## src/rtl/dqs_pkg.sv

```systemverilog
package dqs_pkg;
  // Positions inside the normal-mode flag nibble
  localparam int FLAG_SAT_BIT = 3;
  localparam int FLAG_RSV_BIT = 2;

  typedef enum logic {
    FRM_BASE = 1'b0,
    FRM_SUPP = 1'b1
  } frame_kind_e;
endpackage

```

## src/rtl/dqs_phase_corr.sv

```systemverilog
module dqs_phase_corr
  import dqs_pkg::*;
#(
  parameter int PH_W  = 12,
  parameter int EXT_W = 4,
  parameter int AMP_W = 12,
  localparam int FULL_W = PH_W + EXT_W
) (
  input  logic [FULL_W-1:0] phase_in,
  input  frame_kind_e       frame_kind,
  input  logic              dealias,
  input  logic              corr_dis,
  input  logic [FULL_W-1:0] ofs_base,
  input  logic [FULL_W-1:0] ofs_supp,
  input  logic [AMP_W-1:0]  amp,
  input  logic [AMP_W-1:0]  amb,
  input  logic [AMP_W-1:0]  amp_thr,
  input  logic [AMP_W-1:0]  sat_thr,
  output logic [FULL_W-1:0] phase_out,
  output logic              sat
);
  logic [FULL_W-1:0] ofs_sel, ofs_eff, wide_sum, corrected;
  logic [PH_W-1:0]   narrow_sum;
  logic              amp_low;

  always_comb begin
    ofs_sel    = (frame_kind == FRM_SUPP) ? ofs_supp : ofs_base;
    ofs_eff    = corr_dis ? '0 : ofs_sel;
    // Each sum wraps at its own width
    narrow_sum = phase_in[PH_W-1:0] + ofs_eff[PH_W-1:0];
    wide_sum   = phase_in + ofs_eff;
    corrected  = dealias ? wide_sum : {{EXT_W{1'b0}}, narrow_sum};
    amp_low    = (amp < amp_thr);
    sat        = (amb <= sat_thr);
    phase_out  = (amp_low || sat) ? '0 : corrected;
  end
endmodule

```

## src/rtl/dqs_flag_pack.sv

```systemverilog
module dqs_flag_pack
  import dqs_pkg::*;
#(
  parameter int PH_W  = 12,
  parameter int EXT_W = 4,
  parameter int AMP_W = 12,
  parameter int FC_W  = 2,
  localparam int FULL_W = PH_W + EXT_W
) (
  input  logic [FULL_W-1:0] phase_full,
  input  logic              sat,
  input  logic [FC_W-1:0]   fcnt,
  input  logic              dealias,
  input  logic              route_to_amb,
  input  logic [AMP_W-1:0]  amb_in,
  output logic [PH_W-1:0]   phase_out,
  output logic [EXT_W-1:0]  flags_out,
  output logic [AMP_W-1:0]  amb_out
);
  logic [EXT_W-1:0] norm_flags;

  always_comb begin
    norm_flags               = '0;
    norm_flags[FC_W-1:0]     = fcnt;
    norm_flags[FLAG_RSV_BIT] = 1'b0;
    norm_flags[FLAG_SAT_BIT] = sat;
  end

  assign phase_out = phase_full[PH_W-1:0];
  assign flags_out = dealias ? phase_full[FULL_W-1:PH_W] : norm_flags;

  generate
    if (AMP_W > EXT_W) begin : g_wide_amb
      assign amb_out = (dealias && route_to_amb)
                       ? {{(AMP_W-EXT_W){1'b0}}, norm_flags} : amb_in;
    end else begin : g_narrow_amb
      assign amb_out = (dealias && route_to_amb) ? norm_flags[AMP_W-1:0] : amb_in;
    end
  endgenerate
endmodule

```

## src/rtl/dqs_frame_ctr.sv

```systemverilog
module dqs_frame_ctr #(
  parameter int FC_W = 2
) (
  input  logic            clk,
  input  logic            rst_n,
  input  logic            step,
  output logic [FC_W-1:0] count
);
  always_ff @(posedge clk or negedge rst_n) begin
    if (!rst_n)    count <= '0;
    else if (step) count <= count + 1'b1;
  end
endmodule

```

## src/rtl/depth_qual_stage.sv

```systemverilog
module depth_qual_stage
  import dqs_pkg::*;
#(
  parameter int PH_W  = 12,
  parameter int EXT_W = 4,
  parameter int AMP_W = 12,
  parameter int FC_W  = 2,
  localparam int FULL_W = PH_W + EXT_W
) (
  input  logic              clk,
  input  logic              rst_n,
  input  logic              in_valid,
  output logic              in_ready,
  input  logic [FULL_W-1:0] in_phase,
  input  logic [AMP_W-1:0]  in_amp,
  input  logic [AMP_W-1:0]  in_amb,
  input  logic              in_supp,
  input  logic              in_last,
  output logic              out_valid,
  input  logic              out_ready,
  output logic [PH_W-1:0]   out_phase,
  output logic [EXT_W-1:0]  out_flags,
  output logic [AMP_W-1:0]  out_amb,
  output logic              out_last,
  input  logic              cfg_corr_dis,
  input  logic              cfg_dealias,
  input  logic              cfg_flags_to_amb,
  input  logic [FULL_W-1:0] cfg_ofs_base,
  input  logic [FULL_W-1:0] cfg_ofs_supp,
  input  logic [AMP_W-1:0]  cfg_amp_thr,
  input  logic [AMP_W-1:0]  cfg_sat_thr
);
  logic              take;
  logic [FC_W-1:0]   fcnt;
  logic [FULL_W-1:0] qual_phase;
  logic              qual_sat;
  logic [PH_W-1:0]   nxt_phase;
  logic [EXT_W-1:0]  nxt_flags;
  logic [AMP_W-1:0]  nxt_amb;

  assign in_ready = !out_valid || out_ready;
  assign take     = in_valid && in_ready;

  dqs_frame_ctr #(.FC_W(FC_W)) u_fctr (
    .clk   (clk),
    .rst_n (rst_n),
    .step  (take && in_last),
    .count (fcnt)
  );

  dqs_phase_corr #(.PH_W(PH_W), .EXT_W(EXT_W), .AMP_W(AMP_W)) u_corr (
    .phase_in   (in_phase),
    .frame_kind (frame_kind_e'(in_supp)),
    .dealias    (cfg_dealias),
    .corr_dis   (cfg_corr_dis),
    .ofs_base   (cfg_ofs_base),
    .ofs_supp   (cfg_ofs_supp),
    .amp        (in_amp),
    .amb        (in_amb),
    .amp_thr    (cfg_amp_thr),
    .sat_thr    (cfg_sat_thr),
    .phase_out  (qual_phase),
    .sat        (qual_sat)
  );

  dqs_flag_pack #(.PH_W(PH_W), .EXT_W(EXT_W), .AMP_W(AMP_W), .FC_W(FC_W)) u_pack (
    .phase_full   (qual_phase),
    .sat          (qual_sat),
    .fcnt         (fcnt),
    .dealias      (cfg_dealias),
    .route_to_amb (cfg_flags_to_amb),
    .amb_in       (in_amb),
    .phase_out    (nxt_phase),
    .flags_out    (nxt_flags),
    .amb_out      (nxt_amb)
  );

  always_ff @(posedge clk or negedge rst_n) begin
    if (!rst_n)        out_valid <= 1'b0;
    else if (in_ready) out_valid <= in_valid;
  end

  always_ff @(posedge clk or negedge rst_n) begin
    if (!rst_n) begin
      out_phase <= '0;
      out_flags <= '0;
      out_amb   <= '0;
      out_last  <= 1'b0;
    end else if (take) begin
      out_phase <= nxt_phase;
      out_flags <= nxt_flags;
      out_amb   <= nxt_amb;
      out_last  <= in_last;
    end
  end
endmodule

```

## config.mk

```make
export PLATFORM = sky130hd
export DESIGN_NAME = depth_qual_stage
export DESIGN_NICKNAME = d
export VERILOG_FILES = /design/src/rtl/dqs_pkg.sv /design/src/rtl/dqs_phase_corr.sv /design/src/rtl/dqs_flag_pack.sv /design/src/rtl/dqs_frame_ctr.sv /design/src/rtl/depth_qual_stage.sv
export SDC_FILE = /design/constraint.sdc
export NUM_CORES = 1
export LEC_CHECK = 0
export CAP_MARGIN = 10
export CELL_PAD_IN_SITES_DETAIL_PLACEMENT = 1
export CELL_PAD_IN_SITES_GLOBAL_PLACEMENT = 2
export CORE_AREA = 5 5 85 107
export DETAILED_ROUTE_END_ITERATION = 12
export DIE_AREA = 0 0 90 112
export DONT_BUFFER_PORTS = 1
export GPL_ROUTABILITY_DRIVEN = 0
export GPL_TIMING_DRIVEN = 0
export HOLD_SLACK_MARGIN = 0.05
export PLACE_DENSITY_LB_ADDON = 0.08
export SLEW_MARGIN = 20
export SYNTH_ARGS = -nofsm -noshare
export SYNTH_HDL_FRONTEND = slang
export SYNTH_SLANG_ARGS = --single-unit
export TNS_END_PERCENT = 30
```

## constraint.sdc

```tcl
create_clock -name clk -period 3.1 [get_ports clk]
set_input_delay 0.62 -clock clk [delete_from_list [all_inputs] [get_ports clk]]
set_output_delay 0.62 -clock clk [all_outputs]
set_load 0.1 [all_outputs]
```

==> results of run 1 <==
==> cell usage in the layout, fill, tap and decap left out, types with 10 or more instances in the layout <==
master and n:
nand2_1 57, nor2_1 21, mux2i_1 18, a21oi_1 21, ha_1 38, o21ai_0 10
dfrtp_1 31, nand3_1 14, o21ai_1 15, inv_1 30
==> state kept, by name, summed over array words and instances (netlist names) <==
name,count
u_fctr.count,2
out_valid,1
out_phase,12
out_flags,4
out_amb,12
out_last,1
==> area by class of cell <==
cell class | instances | area [µm²]
Buffer | 9 | 40.0
Timing Repair Buffer | 1 | 20.0
Clock buffer | 7 | 96.3
Clock inverter | 1 | 30.0
Fill cell | 979 | 4890
Inverter | 30 | 113
Sequential cell | 32 | 802
Tap cell | 97 | 121
Multi-Input combinational cell | 275 | 1900
==> layer usage <==
layer,GRT usage,wire (µm),up-vias
met5,0,0,-
met4,0.0338,70,0
met3,0.0446,664,6
met2,0.281,3880,93
met1,0.171,3110,1104
li1,-,-,1226
==> metrics by stage <==
step	TNS (ns)	hold slack, ns
floorplan	0	0.324
global placement	-4.92	0.325
detailed placement	-5.35	0.325
CTS	0	0.160
global route	0	0.160
finish	0	0.155
==> logic make-up after synthesis <==
logic type | after synthesis | share of synthesized area
compound gates | 78 | 0.179
xor+xnor | 14 | 0.0430
fa+ha+maj | 39 | 0.174
buf+inv | 40 | 0.0553
flops | 32 | 0.281
mux | 19 | 0.0671
simple gates | 125 | 0.201
==> path summary, 6_finish.rpt <==
check	from	end	slack, ns	depth (start not counted)
hold / removal	rst_n	out_valid	0.15	1
max in group asynchronous	rst_n	out_amb[8]	2.76	1
setup / recovery	in_supp	out_flags[0]	0.26	12
hold reg to reg	u_fctr.count[1]	u_fctr.count[1]	0.53	1
setup reg to reg	out_valid	out_flags[2]	0.50	6
min in group clk	in_valid	out_valid	0.44	1
==> where the power goes <==
group | switching [W] | internal (W)
Sequential | 0.000422 | 0.000471
Combinational | 0.000221 | 0.000161
Clock | 0.000160 | 0.000284
Total | 0.000803 | 0.000916
==> Yosys cell counts, types with 7 or more instances <==
master    n  area share
xor2_1    7       0.022
ha_1     38        0.17
xnor2_1   7       0.022
mux2i_1  18       0.063
nand3_1  14       0.025
nand4_1   8       0.018
nand2_1  57       0.075
inv_1    30       0.039
dfrtp_1  32        0.28
o21ai_1  15       0.026
o21ai_0  10       0.018
a21oi_1  21       0.037
nor2_1   21       0.028
==> repair_timing <==
| item | in CTS | in global routing |
|---|---|---|
| hold buffers | 1 | 0 |
| endpoints found under the hold margin | 32 | 0 |
| setup endpoints to repair | 20 | 20 |
| gates resized for setup | 1 | 1 |
==> key figures, run 1 <==
Outcome
  • Status: finished, final reports clean

Logic synthesis
  • Ys Warns: 0
  • Post-Syn Area: 0.00285 mm²
  • Seq/Total Area, Yosys: 0.281
  • Post-synthesis cell type count: 45
  • Synthesized area per cell: 8.22 µm²
  • Seq cells post-synth: 32
  • Number of synthesized flops with an enable pin: 0
  • Async SR Flop Fraction: 1.00
  • Cell count after synthesis: 347
  • Synthesized Nets: 491
  • Top_reg_cell synth: dfrtp_1

Drt
  • WL/cell: 17.1 µm
  • DR pass1 iterations: 4
  • Vias per cell: 5.37
  • Post-route ant nets: 0
  • Via count: 2429
  • Drt total wl: 7720 µm
  • DR DRC count: 0
  • DRT iter0 DRCs: 38

Worst setup path
  • Critical Path RT: 3.24 ns
  • Slowest Stage Delay on Critical Path: 0.39 ns
  • Top Family by Delay on Critical Path: compound AO/OA/AOI/OAI gates
  • Critical Path Sink Type: flop
  • Slowest-stage cell, CP: fa_1
  • Critical path data arrival time: 2.98 ns
  • CP Max Fanout: 16
  • Buf+Inv Stages, Crit Path: 2
  • Crit Path Category: primary input to flop
  • CP Launch Type: primary input
  • CP cell instances: buf_2 -> mux2i_1 -> nor2_1 -> ha_1 -> inv_1 -> fa_1 -> nand2b_1 -> a21oi_1 -> o31ai_1 -> and3_1 -> o2111ai_1 -> a31oi_1

STA
  • Worst slew pin tran: 0.936 ns
  • Slew HR: 0.376
  • Setup violators final: 0
  • Final count of hold timing violations: 0
  • Clock skew: 0.00427 ns
  • Crit path time final: 2.84 ns
  • Setup ws final: 0.262 ns
  • Slew Viols, Final: 0
  • RSZ-0062 raised after global routing: no
  • Fmax: 0.352 GHz
  • Crit share post-route: 0.915

Global routing
  • Gr usage total: 0.152
  • Pin count of the biggest net entering global routing: 33
  • Initial antenna violation count: 0
  • GRT overflow: 0
  • First-pass GRT wire length: 12800 µm
  • Vias in the first global route: 2665

Floorplanning
  • Die area: 0.0101 mm²
  • Die width: 90 µm
  • Initial Util: 0.356
  • Std cell rows: 37
  • DIE HEIGHT: 112 µm
  • IO Count: 136
  • Core area: 0.00801 mm²

Clock tree
  • CTS clock-pin slew for the worst setup and hold paths: 0.07 ns
  • Clock Sinks: 32
  • CTS tree: yes
  • H-tree Lvls: 2
  • Root Driver: clkbuf_8
  • Skew-Pair Late Insertion Delay: 0.28 ns
  • Clock Path Buffers: 2
  • CTS Buf Count: 5
  • Post-CTS setup buffers: 0

Finish
  • Area growth, synth to finish: 9.35%
  • Final core occ: 0.389
  • Layout cell share with drive strength beyond 1: 0.0817
  • Final instance area: 0.00312 mm²
  • Finished Layout Cells: 452
  • Diode count: 0
  • Final net count: 498

Pwr
  • Lkg Pwr: 1.56 nW
  • PwrDens: 551 mW/mm²
  • Power after layout: 0.00172 W
  • Worst-case vdd ir drop: 0.336 mV

Place
  • Placed Cells incl. Taps: 444
  • Placed Instance Area: 0.00297 mm²
  • DP Worst Slack: -0.297 ns
  • Port-buffer cells: 0
  • HPWL Detailed: 6650 µm

Run
  • Max Cap Viol: 0

Min path
  • Hold Path Class: primary input to async pin
(Power assumes the default switching activity.)
==> inputs of run 2 (changes only) <==
- ABC_AREA: unset -> 1
- CORE_AREA: 5 5 85 107 -> 5 5 90 113
- DIE_AREA: 0 0 90 112 -> 0 0 95 118
- PLACE_DENSITY: unset -> 0.93
- PLACE_DENSITY_LB_ADDON: 0.08 -> unset
==> run 2 against run 1 <==
  * Synthesized cell count increased by 33%
  * Worst hold slack improved by 0.021 ns
  * Power up 6.4%
  * Global-route usage up 0.19 points
  * Clock power rose by 3%
  * Die area is 11% higher
  * Critical endpoint is now out_phase[10]
  * Highest routed layer unchanged
==> key figures, run 2 <==
Floorplanning
  • Core area: 0.00898 mm² (+12%)
  • Initial Util: 0.340 (-0.0157)
  • Std cell rows: 39 (+5.4%)
  • Die width: 95 µm (+5.6%)
  • Die area: 0.0112 mm² (+11%)
  • DIE HEIGHT: 118 µm (+5.4%)
  • IO Count: 136 (unchanged)

Logic synthesis
  • Synthesized area per cell: 6.64 µm² (-19%)
  • Top cells by area in the synthesized netlist: dfrtp_1, nand2_1, ha_1
  • Post-Syn Area: 0.00306 mm² (+7.2%)
  • Top_reg_cell synth: dfrtp_1
  • Ys Warns: 0 (unchanged)
  • Number of synthesized flops with an enable pin: 0 (unchanged)
  • Compound-Gate Fraction of Synth Area: 0.131 (-0.0488)
  • Synth Area in XOR/XNOR: 0.0344 (-0.00860)
  • Cell taking the most area after synthesis: dfrtp_1
  • Post-Synth Adder-Cell Area: 0.162 (-0.0116)
  • Seq cells post-synth: 32 (unchanged)
  • Cell count after synthesis: 460 (+33%)
  • Post-synthesis cell type count: 31 (-31%)
  • Yosys top cell area share: 0.262 (-0.0187)
  • Seq/Total Area, Yosys: 0.262 (-0.0187)
  • Cell with the most instances after synthesis: nand2_1
  • Synthesized Nets: 604 (+23%)
  • Synth top cells by count: nand2_1, inv_1, nor2_1
  • Async SR Flop Fraction: 1.00 (unchanged)
  • Mux contribution to synthesized area: 0 (-0.0671)
  • Simple-gate area share of the yosys netlist: 0.309 (+0.109)
  • Largest family of logic cells by synthesized area: simple AND/OR/NAND/NOR gates

Clock tree
  • Clock Path Buffers: 2 (unchanged)
  • CTS Buf Count: 5 (unchanged)
  • Root Driver: clkbuf_16
  • CTS tree: yes
  • Clock Sinks: 32 (unchanged)
  • Post-CTS setup buffers: 0 (unchanged)
  • H-tree Lvls: 2 (unchanged)
  • Skew-Pair Late Insertion Delay: 0.27 ns (about the same)
  • CTS clock-pin slew for the worst setup and hold paths: 0.05 ns (-0.02 ns)

Worst setup path
  • Crit Path Category: primary input to flop
  • Reg-to-reg critical path endpoint: out_amb[4]
  • CP Launch Type: primary input
  • Reg2reg path depth: 5 (-1)
  • Critical path data arrival time: 2.99 ns (about the same)
  • Critical Path End: out_phase[10]
  • CP Max Fanout: 10 (-6)
  • Crit. Startpoint: in_supp
  • Critical Path RT: 3.26 ns (+0.02 ns)
  • Setup slack, reg-to-reg: 0.48 ns (-0.02 ns)
  • Worst reg2reg path startpoint: out_valid
  • Critical Path Sink Type: flop

Finish
  • Filler cell count: 1218 (+24%)
  • Multi-input gate area: 0.00195 mm² (+2.7%)
  • Commonest non-fill, non-tap cell in the layout: nand2_1
  • Finished Layout Cells: 591 (+31%)
  • Highest-count cells in the layout ignoring fill and taps: nand2_1, inv_1, nor2_1
  • Largest regs: out_amb: 12 flops, out_phase: 12 flops, out_flags: 4 flops
  • Layout cell share with drive strength beyond 1: 0.0684 (-0.0133)
  • Diode count: 0 (unchanged)
  • Final instance area: 0.00337 mm² (+7.9%)
  • Sequential standard cell area: 801 µm² (-0.16%)
  • Final net count: 612 (+23%)
  • Area growth, synth to finish: 10.2%

Global routing
  • Gr usage total: 0.154 (+0.00188)
  • Initial antenna violation count: 0 (unchanged)
  • Pin count of the biggest net entering global routing: 33 (unchanged)
  • First-pass GRT wire length: 14000 µm (+9.6%)
  • GRT overflow: 0 (unchanged)
  • Vias in the first global route: 3072 (+15%)

STA
  • RSZ-0062 raised after global routing: no
  • Slew Viols, Final: 0 (unchanged)
  • Worst slew pin tran: 0.969 ns (+0.0327 ns)
  • Crit share post-route: 0.912 (-0.00361)
  • Crit path time final: 2.83 ns (-0.0112 ns)
  • WHS: 0.175 ns (+0.0207 ns)
  • Fmax: 0.354 GHz (+0.40%)
  • Setup violators final: 0 (unchanged)
  • Clock skew: 0.00118 ns (-0.00308 ns)
  • Slew HR: 0.354 (-0.0218)
  • Final count of hold timing violations: 0 (unchanged)

Run
  • Max Cap Viol: 0 (unchanged)

Drt
  • DR DRC count: 0 (unchanged)
  • Post-route ant nets: 0 (unchanged)
  • DRT iter0 DRCs: 50 (+32%)
  • Drt total wl: 8810 µm (+14%)
  • DR pass1 iterations: 4 (unchanged)
  • WL/cell: 14.9 µm (-13%)
  • Vias per cell: 4.84 (-9.9%)
  • Via count: 2861 (+18%)

Pwr
  • Worst-case vdd ir drop: 0.175 mV (-48%)
  • Lkg Pwr: 1.89 nW (+21%)
  • Power after layout: 0.00183 W (+6.4%)
  • PwrDens: 544 mW/mm² (-1.4%)

Place
  • Placed Instance Area: 0.00321 mm² (+8.0%)
  • Port-buffer cells: 0 (unchanged)
  • Placed Cells incl. Taps: 583 (+31%)
  • HPWL Detailed: 7680 µm (+16%)

Min path
  • Hold Path Class: primary input to async pin

Outcome
  • Status: finished, final reports clean
run 2: cell count changes after synthesis, moves of 15 or more:
| cell | before | now |
|---|---|---|
| inv_1 | 30 | 71 |
| mux2i_1 | 18 | 0 |
| nand2_1 | 57 | 133 |
| nor2_1 | 21 | 59 |
| o21ai_0 | 10 | 26 |
| o21ai_1 | 15 | 0 |
run 2: per-stage QoR:
stage	utilization	TNS, ns	setup WS, ns
after detailed placement	0.357	-0.0717	-0.0362
after global placement	0.357	0	0.0354
after floorplan	-	0	0.418
final	0.375	0	0.273
after CTS	0.375	0	0.0711
after global routing	0.375	0	0.0465
run 2: worst min path at each step:
| stage | start | end | slack (ns) | cells past startpoint |
|---|---|---|---|---|
| 3_5_place_dp | rst_n | out_amb[9] | 0.33 | 0 |
| 2_1_floorplan | rst_n | out_amb[0] | 0.32 | 0 |
| 5_1_grt | rst_n | out_amb[10] | 0.18 | 1 |
| 4_1_cts | rst_n | out_amb[9] | 0.18 | 1 |
| 3_3_place_gp | rst_n | out_amb[9] | 0.33 | 0 |
| 6_report | rst_n | out_amb[10] | 0.18 | 1 |
run 2: cells by family (layout without fill, tap and decap cells):
logic type	after synthesis	after routing
flops	32	32
fa+ha+maj	39	39
simple gates	226	226
compound gates	69	69
xor+xnor	12	12
buf+inv	82	90
run 2: worst max-delay path, cell delays in order:
cell	delay, ns
inv_2	0.10
clkbuf_1	0.37
nor2_1	0.09
nor2_1	0.19
ha_1	0.20
inv_1	0.06
fa_1	0.39
nand3b_1	0.18
nand2_1	0.15
nand2_1	0.07
nand3_1	0.16
inv_1	0.06
nor2_1	0.12
o21ai_0	0.09
nand3_1	0.10
nand2_1	0.05
run 2: what timing repair did:
action,4_1_cts,5_1_grt
hold endpoints to repair,32,0
setup endpoints to repair,0,2
hold buffers,1,0
resized for setup,0,1
run 2: per-layer routing:
| layer | GRT usage | routed length, µm |
|---|---|---|
| met5 | 0 | 0 |
| met4 | 0.0244 | 40 |
| met3 | 0.0409 | 657 |
| met2 | 0.300 | 4750 |
| met1 | 0.162 | 3360 |
run 2: final cells by class:
class                   instances  share of cell area
plain buffers                   8             0.00967
clock buffers                   6              0.0383
multi-input cells             346               0.578
clock inverters                 1             0.00149
well taps                     123              0.0457
flip-flops and latches         32               0.238
repair buffers                  1             0.00595
inverters                      74              0.0825
run 2: power breakdown:
| group | total [W] | switching (W) | internal (W) | leakage, nW |
|---|---|---|---|---|
| clock | 0.000457 | 0.000166 | 0.000291 | 0.0667 |
| combinational | 0.000432 | 0.000272 | 0.000161 | 1.41 |
| sequential | 0.000940 | 0.000464 | 0.000476 | 0.408 |
| total | 0.00183 | 0.000902 | 0.000928 | 1.89 |
==> inputs of run 3 (changes only) <==
- GPL_TIMING_DRIVEN: 0 -> unset
==> run 3 against run 2 <==
  * First-iteration DRC count grew 16%
  * Die area is the same
  * Power grew 5.5%
  * Via count grew 0.98%
  * Fmax grew 14%
  * Sequential power shrank 1%
  * Clock power grew 21%
  * Non-clock buffer count shrank 3
  * Cell area grew 0.97%
  * Global-route usage grew 0.34 points
  * Cell count shrank 0.34%
  * Critical endpoint unchanged
  * Largest power group unchanged
==> key figures, run 3 (synthesized netlist as in run 2, its figures left out) <==
Drt
  • DR pass1 iterations: 4 (unchanged)
  • Post-route ant nets: 0 (unchanged)
  • Drt total wl: 8850 µm (+0.42%)
  • DR DRC count: 0 (unchanged)
  • Top Layer Used: met4
  • Met3 WL: 554 µm (-16%)
  • Via count: 2889 (+0.98%)
  • Met2 WL: 4670 µm (-1.7%)
  • Vias per cell: 4.90 (+1.3%)
  • M1 WL: 3550 µm (+5.5%)
  • DRT iter0 DRCs: 58 (+16%)
  • WL/cell: 15.0 µm (+0.76%)

Worst setup path
  • Most frequent CP cell: nand2_1
  • Top Family by Delay on Critical Path: simple AND/OR/NAND/NOR gates
  • Slowest-stage cell, CP: fa_1
  • Worst reg2reg path startpoint: out_valid
  • Critical Path Sink Type: flop
  • Critical path data arrival time: 2.65 ns (-0.34 ns)
  • Critical Path End: out_phase[10]
  • Reg-to-reg critical path endpoint: u_fctr.count[1]
  • Critical Path RT: 3.26 ns (about the same)
  • Worst path depth: 14 (-2)
  • Slowest Stage Delay on Critical Path: 0.44 ns (+0.05 ns)
  • CP cell instances: inv_2 -> nor2_1 -> nor3_1 -> inv_1 -> fa_1 -> nand3b_1 -> nand2_1 -> nand2_1 -> nand3_1 -> inv_1 -> nor2_1 -> o21ai_0 -> nand3_1 -> nand2_1
  • Reg2reg path depth: 9 (+4)
  • Buf+Inv Stages, Crit Path: 3 (-1)
  • CP Max Fanout: 17 (+7)
  • Crit. Startpoint: in_supp
  • Crit Path Category: primary input to flop
  • Setup slack, reg-to-reg: 0.82 ns (+0.34 ns)
  • CP Launch Type: primary input

Global routing
  • Initial antenna violation count: 0 (unchanged)
  • Gr usage total: 0.157 (+0.00340)
  • First-pass GRT wire length: 14200 µm (+1.5%)
  • Vias in the first global route: 3064 (-0.26%)
  • Pin count of the biggest net entering global routing: 33 (unchanged)
  • GRT overflow: 0 (unchanged)

Clock tree
  • Root Driver: clkbuf_16
  • Cts repair resizes: 0 (unchanged)
  • Clock Path Buffers: 2 (unchanged)
  • CTS tree: yes
  • Clock Sinks: 32 (unchanged)
  • CTS Buf Count: 5 (unchanged)
  • Skew-Pair Late Insertion Delay: 0.27 ns (about the same)
  • Post-CTS setup buffers: 0 (unchanged)
  • CTS clock-pin slew for the worst setup and hold paths: 0.05 ns (about the same)
  • CTS Hold Bufs: 1 (unchanged)
  • H-tree Lvls: 2 (unchanged)

Floorplanning
  • Core area: 0.00898 mm² (unchanged)
  • Initial Util: 0.340 (unchanged)
  • Die width: 95 µm (unchanged)
  • DIE HEIGHT: 118 µm (unchanged)
  • Die area: 0.0112 mm² (unchanged)
  • Std cell rows: 39 (unchanged)
  • IO Count: 136 (unchanged)

Finish
  • Final net count: 609 (-0.49%)
  • Commonest non-fill, non-tap cell in the layout: nand2_1
  • Area growth, synth to finish: 11.2%
  • Largest regs: out_amb: 12 flops, out_phase: 12 flops, out_flags: 4 flops
  • Highest-count cells in the layout ignoring fill and taps: nand2_1, inv_1, nor2_1
  • Filler cell count: 1213 (-0.41%)
  • Layout cell share with drive strength beyond 1: 0.0751 (+0.00673)
  • Final core occ: 0.378 (+0.00362)
  • Diode count: 0 (unchanged)

STA
  • Crit path time final: 2.49 ns (-0.340 ns)
  • Crit share post-route: 0.802 (-0.110)
  • Clock skew: 0.00252 ns (+0.00134 ns)
  • Final count of hold timing violations: 0 (unchanged)
  • Slew Viols, Final: 0 (unchanged)
  • RSZ-0062 raised after global routing: no
  • Slew HR: 0.367 (+0.0126)
  • Fmax: 0.402 GHz (+14%)
  • Setup violators final: 0 (unchanged)
  • Setup_tns: 0 ns (unchanged)
  • Worst slew pin tran: 0.950 ns (-0.0189 ns)

Place
  • Port-buffer cells: 0 (unchanged)
  • HPWL Detailed: 7750 µm (+0.86%)

Pwr
  • Seq pwr share: 0.482 (-0.032)
  • Psw: 0.000913 W (+1.2%)
  • Int Power: 0.00102 W (+9.6%)
  • Worst-case vdd ir drop: 0.225 mV (+28%)
  • Clock network power share: 0.287 (+0.037)
  • Gate power share: 0.232 (-0.004)
  • Switching Share: 0.473 (-0.0201)
  • Lkg Pwr: 1.91 nW (+1.2%)
  • PwrDens: 568 mW/mm² (+4.4%)

Run
  • Max Cap Viol: 0 (unchanged)

Outcome
  • Status: finished, final reports clean

Min path
  • Hold Path Class: primary input to async pin
## run 3: changes by cell type in the layout (fill, tap and decap cells not counted)
| cell | change |
|---|---|
| buf_4 | +5 |
| nand2_1 | +1 |
| buf_2 | -2 |
| nand2_2 | -1 |
| clkbuf_1 | -6 |
| bufinv_16 | +1 |
## run 3: cell type report
| class | count | area (µm²) | share of cell area |
|---|---|---|---|
| sequential | 32 | 801 | 0.236 |
| inverter | 74 | 278 | 0.0817 |
| clock inverter | 2 | 35.0 | 0.0103 |
| multi-input combinational | 346 | 1940 | 0.572 |
| timing repair buffer | 6 | 57.6 | 0.0169 |
| tap | 123 | 154 | 0.0453 |
| clock buffer | 6 | 129 | 0.0379 |
## run 3: power groups by stage
stage	Clock [W]	Combinational, W	Sequential, W
floorplan	0	0.000339	0.000924
global placement	0	0.000424	0.000935
detailed placement	0	0.000444	0.000938
CTS	0.000570	0.000459	0.000930
global route	0.000587	0.000517	0.000938
finish	0.000553	0.000447	0.000929
## run 3: per-layer routing
metal  global-route usage  vias to the layer above
li1                     -                     1449
met1                0.175                     1345
met2                0.296                       89
met3               0.0364                        6
met4               0.0334                        0
met5                    0                        -
## run 3: how the worst min path moves through the flow
stage | from | to | cells past startpoint
2_1_floorplan | rst_n | out_amb[0] | 0
3_3_place_gp | rst_n | out_amb[9] | 0
3_5_place_dp | rst_n | out_amb[9] | 0
4_1_cts | rst_n | out_amb[11] | 1
5_1_grt | rst_n | out_amb[11] | 1
6_report | rst_n | out_amb[11] | 1
## run 3: stage by stage
step,setup WS (ns),total power [W],instance area (µm²),instances,hold WS [ns]
6_report,0.614,0.00193,3400,589,0.174
4_1_cts,0.613,0.00196,3400,589,0.172
5_1_grt,0.384,0.00204,3400,589,0.178
3_3_place_gp,0.502,0.00136,3210,580,0.325
3_5_place_dp,0.317,0.00138,3210,580,0.325
2_1_floorplan,0.418,0.00126,3060,460,0.324
## run 3: worst register-to-register path, cell delays in order, from the launching register on
cell	delay [ns]
dfrtp_1	0.36
buf_4	0.23
nand2_1	0.10
buf_4	0.30
nand2_1	0.28
buf_4	0.27
inv_2	0.20
nand2_1	0.15
nor2_1	0.16
xor2_1	0.17
